==> src/rtl/pgc_pkg.sv <==
package pgc_pkg;
   typedef enum logic {
      PH_IDLE = 1'b0,
      PH_COMMIT = 1'b1
   } phase_e;

   // Strobe decode after priority and busy gating
   typedef struct packed {
      logic abort;
      logic stop;
      logic load;
      logic data;
   } ev_t;
endpackage

==> src/rtl/pgc_ptr.sv <==
module pgc_ptr #(
   parameter int ADDR_W = 13,
   parameter int PTR_W  = 6
) (
   input  logic                     clk,
   input  logic                     rst_n,
   input  logic                     load,
   input  logic [ADDR_W-1:0]        addr_in,
   input  logic                     adv,
   output logic [ADDR_W-PTR_W-1:0]  page,
   output logic [PTR_W-1:0]         ptr
);
   localparam int PAGE_W = ADDR_W - PTR_W;

   if (PAGE_W < 1) begin : g_bad_width
      $error("pgc_ptr: ADDR_W must exceed PTR_W");
   end

   always_ff @(posedge clk or negedge rst_n) begin
      if (!rst_n) begin
         page <= '0;
         ptr  <= '0;
      end else if (load) begin
         page <= addr_in[ADDR_W-1:PTR_W];
         ptr  <= addr_in[PTR_W-1:0];
      end else if (adv) begin
         ptr  <= ptr + 1'b1;   // six-bit wrap, page untouched
      end
   end
endmodule

==> src/rtl/pgc_store.sv <==
module pgc_store #(
   parameter int DATA_W     = 8,
   parameter int LINE_BYTES = 8,
   parameter int NUM_LINES  = 8
) (
   input  logic                                       clk,
   input  logic                                       rst_n,
   input  logic                                       clr,
   input  logic                                       wr,
   input  logic [$clog2(LINE_BYTES*NUM_LINES)-1:0]    wr_idx,
   input  logic [DATA_W-1:0]                          wr_data,
   input  logic [$clog2(LINE_BYTES*NUM_LINES)-1:0]    rd_idx,
   output logic [DATA_W-1:0]                          rd_data,
   output logic                                       rd_valid
);
   localparam int CACHE_BYTES = LINE_BYTES * NUM_LINES;
   localparam int OFF_W       = $clog2(LINE_BYTES);
   localparam int IDX_W       = $clog2(CACHE_BYTES);

   if ((1 << OFF_W) != LINE_BYTES) begin : g_bad_line
      $error("pgc_store: LINE_BYTES must be a power of two");
   end
   if ((1 << IDX_W) != CACHE_BYTES) begin : g_bad_lines
      $error("pgc_store: NUM_LINES must be a power of two");
   end

   logic [CACHE_BYTES-1:0][DATA_W-1:0] data_flat;
   logic [CACHE_BYTES-1:0]             vld_flat;

   for (genvar ln = 0; ln < NUM_LINES; ln++) begin : g_line
      logic [LINE_BYTES-1:0][DATA_W-1:0] line_mem;
      logic [LINE_BYTES-1:0]             line_vld;
      logic                              hit;

      assign hit = wr && (wr_idx[IDX_W-1:OFF_W] == ln[IDX_W-OFF_W-1:0]);

      always_ff @(posedge clk) begin
         if (hit) line_mem[wr_idx[OFF_W-1:0]] <= wr_data;
      end

      always_ff @(posedge clk or negedge rst_n) begin
         if (!rst_n)        line_vld <= '0;
         else if (clr)      line_vld <= '0;
         else if (hit)      line_vld[wr_idx[OFF_W-1:0]] <= 1'b1;
      end

      assign data_flat[ln*LINE_BYTES +: LINE_BYTES] = line_mem;
      assign vld_flat[ln*LINE_BYTES +: LINE_BYTES]  = line_vld;
   end

   assign rd_data  = data_flat[rd_idx];
   assign rd_valid = vld_flat[rd_idx];
endmodule

==> src/rtl/pgc_seq.sv <==
module pgc_seq #(
   parameter int BUSY_CYCLES = 80,
   parameter int CACHE_BYTES = 64
) (
   input  logic                           clk,
   input  logic                           rst_n,
   input  logic                           start,
   output logic                           busy,
   output logic                           scan_on,
   output logic [$clog2(CACHE_BYTES)-1:0] scan_idx
);
   import pgc_pkg::*;

   localparam int CNT_W = $clog2(BUSY_CYCLES + 1);
   localparam int IDX_W = $clog2(CACHE_BYTES);

   if (BUSY_CYCLES < CACHE_BYTES) begin : g_bad_busy
      $error("pgc_seq: BUSY_CYCLES must cover one scan of the cache");
   end

   phase_e           phase;
   logic [CNT_W-1:0] cnt;

   always_ff @(posedge clk or negedge rst_n) begin
      if (!rst_n) begin
         phase <= PH_IDLE;
         cnt   <= '0;
      end else if (phase == PH_IDLE) begin
         if (start) begin
            phase <= PH_COMMIT;
            cnt   <= '0;
         end
      end else if (cnt == CNT_W'(BUSY_CYCLES - 1)) begin
         phase <= PH_IDLE;
         cnt   <= '0;
      end else begin
         cnt   <= cnt + 1'b1;
      end
   end

   assign busy     = (phase == PH_COMMIT);
   assign scan_on  = busy && (cnt < CNT_W'(CACHE_BYTES));
   assign scan_idx = cnt[IDX_W-1:0];
endmodule

==> src/rtl/page_write_cache.sv <==
module page_write_cache #(
   parameter int ADDR_W      = 13,
   parameter int DATA_W      = 8,
   parameter int LINE_BYTES  = 8,
   parameter int NUM_LINES   = 8,
   parameter int BUSY_CYCLES = 80
) (
   input  logic              clk,
   input  logic              rst_n,
   input  logic              addr_load,
   input  logic [ADDR_W-1:0] addr_in,
   input  logic              data_stb,
   input  logic [DATA_W-1:0] data_in,
   input  logic              stop_stb,
   input  logic              abort_stb,
   output logic              busy,
   output logic              arr_we,
   output logic [ADDR_W-1:0] arr_addr,
   output logic [DATA_W-1:0] arr_data
);
   import pgc_pkg::*;

   localparam int CACHE_BYTES = LINE_BYTES * NUM_LINES;
   localparam int PTR_W       = $clog2(CACHE_BYTES);
   localparam int PAGE_W      = ADDR_W - PTR_W;

   if (PAGE_W < 1) begin : g_bad_addr
      $error("page_write_cache: address too narrow for cache");
   end

   ev_t               ev;
   logic [PAGE_W-1:0] page;
   logic [PTR_W-1:0]  ptr;
   logic [PTR_W-1:0]  scan_idx;
   logic              scan_on;
   logic              rd_valid;
   logic [DATA_W-1:0] rd_data;

   // Priority: abort > stop > load > data, all gated by busy
   always_comb begin
      ev.abort = abort_stb && !busy;
      ev.stop  = stop_stb  && !busy && !abort_stb;
      ev.load  = addr_load && !busy && !abort_stb && !stop_stb;
      ev.data  = data_stb  && !busy && !abort_stb && !stop_stb && !addr_load;
   end

   pgc_ptr #(.ADDR_W(ADDR_W), .PTR_W(PTR_W)) u_ptr (
      .clk     (clk),
      .rst_n   (rst_n),
      .load    (ev.load),
      .addr_in (addr_in),
      .adv     (ev.data),
      .page    (page),
      .ptr     (ptr)
   );

   pgc_store #(.DATA_W(DATA_W), .LINE_BYTES(LINE_BYTES), .NUM_LINES(NUM_LINES)) u_store (
      .clk      (clk),
      .rst_n    (rst_n),
      .clr      (ev.abort || ev.load),
      .wr       (ev.data),
      .wr_idx   (ptr),
      .wr_data  (data_in),
      .rd_idx   (scan_idx),
      .rd_data  (rd_data),
      .rd_valid (rd_valid)
   );

   pgc_seq #(.BUSY_CYCLES(BUSY_CYCLES), .CACHE_BYTES(CACHE_BYTES)) u_seq (
      .clk      (clk),
      .rst_n    (rst_n),
      .start    (ev.stop),
      .busy     (busy),
      .scan_on  (scan_on),
      .scan_idx (scan_idx)
   );

   assign arr_we   = scan_on && rd_valid;
   assign arr_addr = {page, scan_idx};
   assign arr_data = rd_data;
endmodule

==> config.mk <==
export PLATFORM = sky130hd
export DESIGN_NAME = page_write_cache
export DESIGN_NICKNAME = d
export VERILOG_FILES = /design/src/rtl/pgc_pkg.sv /design/src/rtl/pgc_ptr.sv /design/src/rtl/pgc_store.sv /design/src/rtl/pgc_seq.sv /design/src/rtl/page_write_cache.sv
export SDC_FILE = /design/constraint.sdc
export NUM_CORES = 1
export LEC_CHECK = 0
export BUFFER_PORTS_ARGS = -buffer_cell sky130_fd_sc_hd__buf_2
export CELL_PAD_IN_SITES_DETAIL_PLACEMENT = 1
export CELL_PAD_IN_SITES_GLOBAL_PLACEMENT = 2
export CORE_UTILIZATION = 53
export CTS_CLUSTER_SIZE = 16
export DETAILED_ROUTE_END_ITERATION = 8
export PLACE_DENSITY = 0.86
export SETUP_SLACK_MARGIN = 0.3
export SYNTH_ARGS = -nofsm -noshare
export SYNTH_HDL_FRONTEND = slang
export SYNTH_SLANG_ARGS = --single-unit
==> constraint.sdc <==
create_clock -name clk -period 4.9 [get_ports clk]
set_clock_uncertainty 0.15 [all_clocks]
set_input_delay 0.735 -clock clk [delete_from_list [all_inputs] [get_ports clk]]
set_output_delay 0.735 -clock clk [all_outputs]
set_load 0.03 [all_outputs]
==> results of run 1 <==
[final cells by class]
cell class / instances / area [um2]
tap: 585 / 732
sequential: 597 / 17500
timing repair buffer: 80 / 563
clock inverter: 22 / 198
multi-input combinational: 505 / 5530
inverter: 4 / 15.0
fill: 3619 / 17100
clock buffer: 88 / 1660
[flip-flops by register name, indices dropped and copies added (netlist names)]
register,cells
u_store.g_line.line_vld,64
u_seq.cnt,7
u_store.data_flat,512
u_ptr.page,7
u_seq.busy,1
u_ptr.ptr,6
[synth_stat cells, drive strengths merged, types with 7 or more instances]
| master | number | area share |
|---|---|---|
| a21oi | 37 | 0.0079 |
| dfrtp | 85 | 0.091 |
| nor2b | 7 | 0.0019 |
| mux4 | 142 | 0.14 |
| clkbuf | 41 | 0.0066 |
| buf | 35 | 0.0096 |
| nor2 | 70 | 0.011 |
| or4 | 7 | 0.0022 |
| a22oi | 61 | 0.020 |
| nand3 | 9 | 0.0026 |
| mux2i | 10 | 0.0043 |
| edfxtp | 512 | 0.66 |
| o21a | 66 | 0.021 |
| mux2 | 9 | 0.0043 |
| nand2 | 25 | 0.0040 |
| o21ai | 14 | 0.0030 |
[worst max-delay path, stage by stage (launching register included)]
cell and delay [ns]:
dfrtp_4 0.67, buf_4 0.33, mux4_2 0.53, a22oi_1 0.32
a21oi_1 0.20, or4_1 0.66, buf_2 0.23
[worst max path at each step]
stage	slack [ns]	end	start	cells after the start
after detailed placement	0.68	arr_data[1]	u_seq.cnt[0]$_DFFE_PN0P_	6
after global routing	0.35	arr_data[4]	u_seq.cnt[0]$_DFFE_PN0P_	6
after global placement	0.70	arr_data[4]	u_seq.cnt[0]$_DFFE_PN0P_	6
final	0.44	arr_data[1]	u_seq.cnt[0]$_DFFE_PN0P_	6
after floorplan	1.44	arr_we	u_seq.cnt[0]$_DFFE_PN0P_	8
after CTS	0.39	arr_data[1]	u_seq.cnt[3]$_DFFE_PN0P_	6
[per-layer routing]
metal / vias to the layer above / routed length, um
met5: - / 12
met3: 99 / 3710
li1: 4966 / -
met4: 2 / 1520
met1: 6440 / 24200
met2: 504 / 28200
[logic make-up after synthesis]
group,share of synthesized area
xor gates and xnor gates,0.00187
adders and majority gates,0.00107
muxes,0.145
and+or+nand+nor,0.0315
buffers and inverters,0.0168
DFF,0.748
AOI/OAI and AO/OA,0.0554
[through the flow]
stage               utilization  hold WS, ns  instances
finish                    0.606       0.0529       1881
global route              0.606        0.106       1881
CTS                       0.605       0.0800       1881
detailed placement        0.561        0.324       1768
global placement          0.561        0.318       1768
floorplan                     -        0.289       1182
[report_power, final]
part / switching, uW / internal, uW
Sequential: 278 / 5620
Combinational: 2440 / 1660
Clock: 1890 / 2490
Total: 4610 / 9780
[repair_timing]
| item | CTS | global route |
|---|---|---|
| hold buffers | 0 | 0 |
| resized for setup | 0 | 1 |
| pin swaps | 0 | 0 |
| gates cloned | 0 | 0 |
| setup buffers | 3 | 0 |
| setup endpoints to repair | 9 | 1 |
==> results_dict.tcl, run 1 <==
set metrics [dict create \
    cts_tree "done" \
    grt-busiest-layer "met2" \
    syn_inst 1182 \
    post-place-ws_ns 0.682 \
    use_met1 0.376 \
    fin_crit_sh 0.910 \
    final_antenna_net_count 0 \
    status "complete, no violations" \
    cp_data_arrival_time_ns 3.58 \
    grtUsageMet3 0.0459 \
    core_area_um2 43300 \
    avgRoutedWirePerCell_um 30.6 \
    crit_type "flop to output pin" \
    htree_levels 2 \
    r2r-start "u_seq.busy$_DFF_PN0_" \
    dieArea_um2 45000 \
    p_per_area_nw_per_um2 549 \
    overflow 0 \
    vias 12000 \
    drc 0 \
    vias_per_cell 6.39 \
    start_util 0.541 \
    setup_slack_ns 0.439 \
    finalMaxSlewViolations 0 \
    fin_tns_setup_ns 0 \
    hp-class "primary input to async pin" \
    synth_ff_type "edfxtp_1" \
    grt_pass1_wl_mm 85.8 \
    irDropWorstVdd_v 0.000392 \
    seq_area_frac_synth 0.748 \
    avgSynthCellArea_um2 19.8 \
    syn_nets 1211 \
    ios 50 \
    row_count 76 \
    cp-start-kind "flop" \
    rr_worst_depth 4 \
    synth-async-reset-ratio 0.142 \
    cts_sinks 597 \
    wl_mm 57.6 \
    diodes 0 \
    ys_warn_count 0 \
    area_growth_pct 12.0 \
    setup_viol 0 \
    layout.cells.most_common "edfxtp_1" \
    final_area_um2 26200 \
    cp-end-kind "output pin" \
    first_pass_iters 5 \
    dpl_cell_area_um2 24300 \
    cts_made_buffers 58 \
    tightest_slew_ns 1.34 \
    final_nets 1275 \
    synth-seq-cells 597 \
    syn_area_um2 23400 \
    clk_latency_ns 0.63 \
    cp.required_ns 4.01 \
    grt_start_max_net_pins 65 \
    maxCapViolCount 0 \
    r2r_setup_slack_ns 1.59 \
    place_hpwl_mm 34.2 \
    critPathMaxFanout 11 \
    clk_pin_slew_ns 0.07 \
    drive_above_1_share 0.253 \
    synth_edf_count 512 \
    antenna_found_initial 1 \
    port_buffers 49 \
    clockRootBuffer "clkbuf_16" \
    cellLeakagePower_uw 0.00867 \
    r2r_end "u_store.data_flat[247]$_DFFE_PP_" \
    grt_use_met2 0.430 \
    place_congestion 0.810 \
    gr-usage-all-layers 0.267 \
    clock_path_buffers 3 \
    finalCriticalPeriod_ns 4.46 \
    max_clock_freq_mhz 224 \
    final_cell_mix "512 x edfxtp_1, 142 x mux4_2, 83 x dfrtp_1" \
    die_w_um 212 \
    total_power_uw 14400 \
    ys_types 49 \
    rsz0062_at_grt "false" \
    hold_violations 0 \
    die_h_um 212 \
    slew_headroom 0.104 \
    grt_pass1_vias 12700 \
    drt_iter0_drc 1059 \
]
No activity file was read; power rests on OpenSTA's default activity.
==> run 2, diff against run 1 <==
--- a/config.mk
+++ b/config.mk
@@ -9,9 +9,11 @@
 export CELL_PAD_IN_SITES_DETAIL_PLACEMENT = 1
 export CELL_PAD_IN_SITES_GLOBAL_PLACEMENT = 2
 export CORE_UTILIZATION = 53
+export CTS_BUF_LIST = sky130_fd_sc_hd__clkbuf_16
 export CTS_CLUSTER_SIZE = 16
 export DETAILED_ROUTE_END_ITERATION = 8
-export PLACE_DENSITY = 0.86
+export GPL_ROUTABILITY_DRIVEN = 0
+export PLACE_DENSITY_LB_ADDON = 0.1
 export SETUP_SLACK_MARGIN = 0.3
 export SYNTH_ARGS = -nofsm -noshare
 export SYNTH_HDL_FRONTEND = slang
==> run 2 against run 1 <==
Sequential cell count stayed put. Highest routed layer is now met4. Final area grew 1.1%. Setup slack got worse by 0.082 ns. Critical path type unchanged. Die area is the same. Count of clock-buffer cells in the layout down 28. Combinational power up 3%. Final cell count grew 1.9%. Hold slack got worse by 0.034 ns. Global-route usage increased by 0.90 points. Wire length increased by 3.0%.
==> results_dict.tcl, run 2 (synthesis results as in run 1) <==
set metrics [dict create \
    cellLeakagePower_uw 0.00888 \
    crit_family "simple AND/OR/NAND/NOR gates" \
    cp.required_ns 4.01 \
    cts_made_buffers 60 \
    drc 0 \
    finalMaxSlewViolations 0 \
    crit_type "flop to output pin" \
    grt_pass1_vias 12600 \
    status "complete, no violations" \
    grt_start_max_net_pins 65 \
    wl_mm 59.4 \
    start_util 0.541 \
    vias 12000 \
    post-place-ws_ns 0.815 \
    fin_cells 1916 \
    avgRoutedWirePerCell_um 31.0 \
    dieArea_um2 45000 \
    p_switching_uw 4670 \
    port_buffers 49 \
    p_clk_frac 0.302 \
    final_nets 1310 \
    cp-start-kind "flop" \
    internal_power_uw 9780 \
    drt_iter0_drc 986 \
    hp-class "primary input to async pin" \
    pwr-share-comb 0.292 \
    slowest_stage "dfrtp_1" \
    ios 50 \
    vias_per_cell 6.26 \
    place_inst 1796 \
    tightest_slew_ns 1.30 \
    crit_path_cell_trace "and2_0 -> buf_4 -> buf_4 -> a22oi_1 -> a21oi_1 -> or4_1 -> buf_2" \
    critPathMostFrequentCell "buf_4" \
    htree_levels 2 \
    setup_viol 0 \
    core_area_um2 43300 \
    switching_share 0.323 \
    fill_cells 3648 \
    maxCapViolCount 0 \
    grt_pass1_wl_mm 87.5 \
    max_stage_delay_ns 0.66 \
    fin_tns_setup_ns 0 \
    dpl_cell_area_um2 24500 \
    cp_data_arrival_time_ns 3.66 \
    pwr-share-seq 0.406 \
    max_clock_freq_mhz 220 \
    clk_latency_ns 0.63 \
    cts_sinks 597 \
    final_area_um2 26500 \
    place_hpwl_mm 36.4 \
    die_h_um 212 \
    hold_violations 0 \
    fin_crit_sh 0.927 \
    irDropWorstVdd_v 0.000399 \
    overflow 0 \
    critPathBufInv 3 \
    layout.cells.most_common "edfxtp_1" \
    cp-end-kind "output pin" \
    multi_input_area_um2 5530 \
    seq_area_um2 17500 \
    antenna_found_initial 0 \
    drive_above_1_share 0.276 \
    rsz0062_at_grt "false" \
    total_power_uw 14400 \
    cts_tree "done" \
    clock_path_buffers 3 \
    p_per_area_nw_per_um2 546 \
    clk_pin_slew_ns 0.06 \
    die_w_um 212 \
    diodes 0 \
    clockRootBuffer "clkbuf_16" \
    critPathMaxFanout 17 \
    area_growth_pct 13.2 \
    gr-usage-all-layers 0.276 \
    first_pass_iters 5 \
    final_cell_mix "512 x edfxtp_1, 142 x mux4_2, 82 x dfrtp_1" \
    row_count 76 \
    slew_headroom 0.134 \
    finalCriticalPeriod_ns 4.54 \
    final_antenna_net_count 0 \
    setup_slack_ns 0.357 \
    largest_reg_flops 512 \
]
[run 2: worst reg2reg max path, stage by stage, from the launching register on]
cell and delay, ns:
dfrtp_1 0.47, or3_1 0.48, nor4b_2 0.57, nand2_1 0.42
nor2_1 0.87
[run 2: path summary, 6_finish.rpt]
path	start	to	slack, ns	depth (start not counted)
max reg2reg	u_seq.busy$_DFF_PN0_	u_store.data_flat[49]$_DFFE_PP_	1.52	4
max in group asynchronous	rst_n	u_store.g_line[1].line_vld[4]$_DFFE_PN0P_	3.53	2
min	rst_n	u_store.g_line[6].line_vld[2]$_DFFE_PN0P_	0.02	1
max	u_seq.cnt[3]$_DFFE_PN0P_	arr_data[0]	0.36	7
min reg2reg	u_store.g_line[2].line_vld[7]$_DFFE_PN0P_	u_store.g_line[2].line_vld[7]$_DFFE_PN0P_	0.34	1
min in group clk	addr_in[1]	u_ptr.ptr[1]$_DFFE_PN0P_	0.15	3
[run 2: metal layers]
layer	wire length [um]	up-vias	GRT usage
met3	2720	67	0.0334
li1	-	5028	-
met1	25600	6538	0.396
met5	0	-	0
met2	29900	354	0.454
met4	1170	0	0.0747
[run 2: power by group through the flow]
stage | registers, uW | logic [uW] | clock network (uW)
finish | 5870 | 4220 | 4360
global route | 5880 | 4450 | 4590
CTS | 5890 | 4210 | 4430
detailed placement | 6030 | 4130 | 0
global placement | 6020 | 4080 | 0
floorplan | 5840 | 2810 | 0
[run 2: cell type report]
class                   instances  share of cell area
multi-input cells             505               0.209
clock inverters                52              0.0137
repair buffers                113              0.0313
inverters                       4            0.000567
clock buffers                  60              0.0567
well taps                     585              0.0276
flip-flops and latches        597               0.661
[run 2: timing repair]
item | CTS | global route
setup buffers | 1 | 7
gates resized for setup | 1 | 0
hold buffers | 0 | 0
endpoints found under the setup margin | 8 | 1
[run 2: through the flow]
stage / util / hold slack [ns]
2_1_floorplan: - / 0.289
3_3_place_gp: 0.567 / 0.318
3_5_place_dp: 0.567 / 0.327
4_1_cts: 0.611 / 0.0149
5_1_grt: 0.612 / 0.0676
6_report: 0.612 / 0.0187
==> run 3, diff against run 2 <==
--- a/config.mk
+++ b/config.mk
@@ -5,10 +5,12 @@
 export SDC_FILE = /design/constraint.sdc
 export NUM_CORES = 1
 export LEC_CHECK = 0
+export ABC_AREA = 1
 export BUFFER_PORTS_ARGS = -buffer_cell sky130_fd_sc_hd__buf_2
 export CELL_PAD_IN_SITES_DETAIL_PLACEMENT = 1
 export CELL_PAD_IN_SITES_GLOBAL_PLACEMENT = 2
-export CORE_UTILIZATION = 53
+export CORE_MARGIN = 8
+export CORE_UTILIZATION = 46
 export CTS_BUF_LIST = sky130_fd_sc_hd__clkbuf_16
 export CTS_CLUSTER_SIZE = 16
 export DETAILED_ROUTE_END_ITERATION = 8
==> run 3 against run 2 <==
Die area increased by 38%. Sequential share of layout area decreased by 2.5 points. Synthesized area rose by 6.5%. Hold slack better by 0.032 ns. Sequential power down 2%. Critical endpoint is now arr_we. Largest power group unchanged. Highest routed layer unchanged.
==> results_dict.tcl, run 3 <==
set metrics [dict create \
    cp_data_arrival_time_ns 3.47 \
    final_cell_mix "512 x edfxtp_1, 412 x nor2_1, 290 x nand2_1" \
    drive_above_1_share 0.0903 \
    row_count 85 \
    diodes 0 \
    critPathMaxFanout 102 \
    first_pass_iters 5 \
    syn_area_um2 24900 \
    tightest_slew_ns 1.13 \
    r2r_end "u_store.data_flat[82]$_DFFE_PP_" \
    start_util 0.464 \
    yosysTopAreaCellShare 0.617 \
    yosys.cell_count.top_type "edfxtp_1" \
    avgSynthCellArea_um2 11.3 \
    cellLeakagePower_uw 0.00985 \
    largest_reg_flops 512 \
    syn_inst 2205 \
    synth_common_cells "512 x edfxtp_1, 412 x nor2_1, 290 x nand2_1, 243 x o21ai_0, 148 x nand3_1" \
    core_area_um2 53700 \
    maxCapViolCount 0 \
    cp-start-kind "flop" \
    cts_resized 0 \
    syn_nets 2234 \
    die_w_um 249 \
    finalMaxSlewViolations 0 \
    status "complete, no violations" \
    synth-async-reset-ratio 0.142 \
    synth_xor_area_frac 0.00105 \
    fin_crit_sh 0.889 \
    irDropWorstVdd_v 0.000401 \
    synthAdderAreaFrac 0.00100 \
    vias 16800 \
    final_nets 2250 \
    die_h_um 249 \
    synth_top_family_by_area "simple AND/OR/NAND/NOR gates" \
    seq_area_frac_synth 0.702 \
    port_buffers 49 \
    hp-class "primary input to async pin" \
    synth-seq-cells 597 \
    rsz0062_at_grt "false" \
    final_util 0.512 \
    slew_headroom 0.244 \
    wl_mm 72.7 \
    max_clock_freq_mhz 230 \
    synth_ff_type "edfxtp_1" \
    ys_warn_count 0 \
    drc 0 \
    r2r-start "u_seq.busy$_DFF_PN0_" \
    clk_latency_ns 0.63 \
    area_growth_pct 10.4 \
    post-cts-setup-buffers 0 \
    ctsHoldBuffers 0 \
    clock_path_buffers 3 \
    r2r_setup_slack_ns 2.04 \
    cts_sinks 597 \
    rr_worst_depth 5 \
    cp-end-kind "output pin" \
    drt_iter0_drc 1198 \
    synth_edf_count 512 \
    synthMuxAreaShare 0 \
    synth_compound_area_frac 0.0990 \
    synth_largest_area_cell "edfxtp_1" \
    clockRootBuffer "clkbuf_16" \
    synthSimpleGateAreaFrac 0.144 \
    final_antenna_net_count 0 \
    grt_start_max_net_pins 125 \
    cp.required_ns 4.01 \
    dieArea_um2 61900 \
    yosys-top-cells-area "edfxtp_1 62%, dfrtp_1 8.5%, nor2_1 6.2%" \
    crit_type "flop to output pin" \
    vias_per_cell 5.65 \
    clk_pin_slew_ns 0.07 \
    cts_tree "done" \
    place_hpwl_mm 43.6 \
    gr-usage-all-layers 0.233 \
    ys_types 34 \
    setup_viol 0 \
    antenna_found_initial 1 \
    grt_pass1_vias 17400 \
    htree_levels 2 \
    overflow 0 \
    ios 50 \
    layout.cells.most_common "edfxtp_1" \
    hold_violations 0 \
    avgRoutedWirePerCell_um 24.5 \
    finalCriticalPeriod_ns 4.35 \
    cts_made_buffers 61 \
    grt_pass1_wl_mm 112 \
    p_per_area_nw_per_um2 571 \
    fin_tns_setup_ns 0 \
]
## run 3: changes by cell type after synthesis, moves of 51 or more
| cell | previous run | this run |
|---|---|---|
| o211ai_1 | 1 | 65 |
| inv_1 | 4 | 144 |
| nor2_1 | 70 | 412 |
| o21a_1 | 66 | 0 |
| a22oi_1 | 61 | 0 |
| o21ai_0 | 11 | 243 |
| buf_2 | 12 | 63 |
| nand2_1 | 25 | 290 |
| mux4_2 | 142 | 0 |
| nand3_1 | 6 | 148 |
## run 3: cell type report
class	instances	area (um2)
clock buffers	61	1530
clock inverters	51	363
fillers	5639	26200
inverters	151	574
multi-input cells	1325	6110
flip-flops and latches	597	17500
well taps	696	871
repair buffers	85	568
## run 3: metal layers
metal	vias to the layer above	track usage	wire, um
met2	362	0.362	33000
met5	-	0	0
li1	7654	-	-
met3	92	0.0343	3200
met4	0	0.0597	1760
met1	8646	0.342	34700
## run 3: cells by family (layout without fill, tap and decap cells)
kind of cell	after synthesis	count (layout)
and+or+nand+nor	880	880
DFF	597	597
AOI/OAI and AO/OA	440	440
buffers and inverters	283	348
xor gates and xnor gates	3	3
adders and majority gates	2	2
## run 3: stage by stage
stage	hold WS, ns	worst slack, ns	cells	power, uW	cell area (um2)
floorplan	0.289	2.28	2205	9460	24900
detailed placement	0.314	1.19	2854	11400	25600
finish	0.0508	0.546	2966	15700	27500
global route	0.0971	0.398	2966	16500	27500
CTS	0.0642	0.485	2966	15800	27500
global placement	0.309	1.18	2854	11300	25600
## run 3: how the worst max path moves through the flow
stage / start / endpoint
2_1_floorplan: u_seq.cnt[0]$_DFFE_PN0P_ / arr_we
3_3_place_gp: u_seq.cnt[0]$_DFFE_PN0P_ / arr_we
3_5_place_dp: u_seq.cnt[0]$_DFFE_PN0P_ / arr_we
4_1_cts: u_seq.cnt[0]$_DFFE_PN0P_ / arr_we
5_1_grt: u_seq.cnt[0]$_DFFE_PN0P_ / arr_we
6_report: u_seq.cnt[0]$_DFFE_PN0P_ / arr_we
## run 3: critical path, stage by stage (launching register included)
cell     delay (ns)
dfrtp_4        0.53
inv_8          0.48
buf_12         0.34
nor2_1         0.07
o21ai_1        0.27
nor2_1         0.08
nor2_1         0.13
nor2_1         0.08
nor2_1         0.18
nor2_1         0.07
nor2_1         0.29
buf_2          0.28
## run 3: power by group
group	switching (uW)	total, uW	leakage [uW]	internal [uW]
logic	4090	5510	0.00311	1420
registers	127	5750	0.00574	5620
clock network	1950	4460	0.00100	2510
total	6170	15700	0.00985	9540
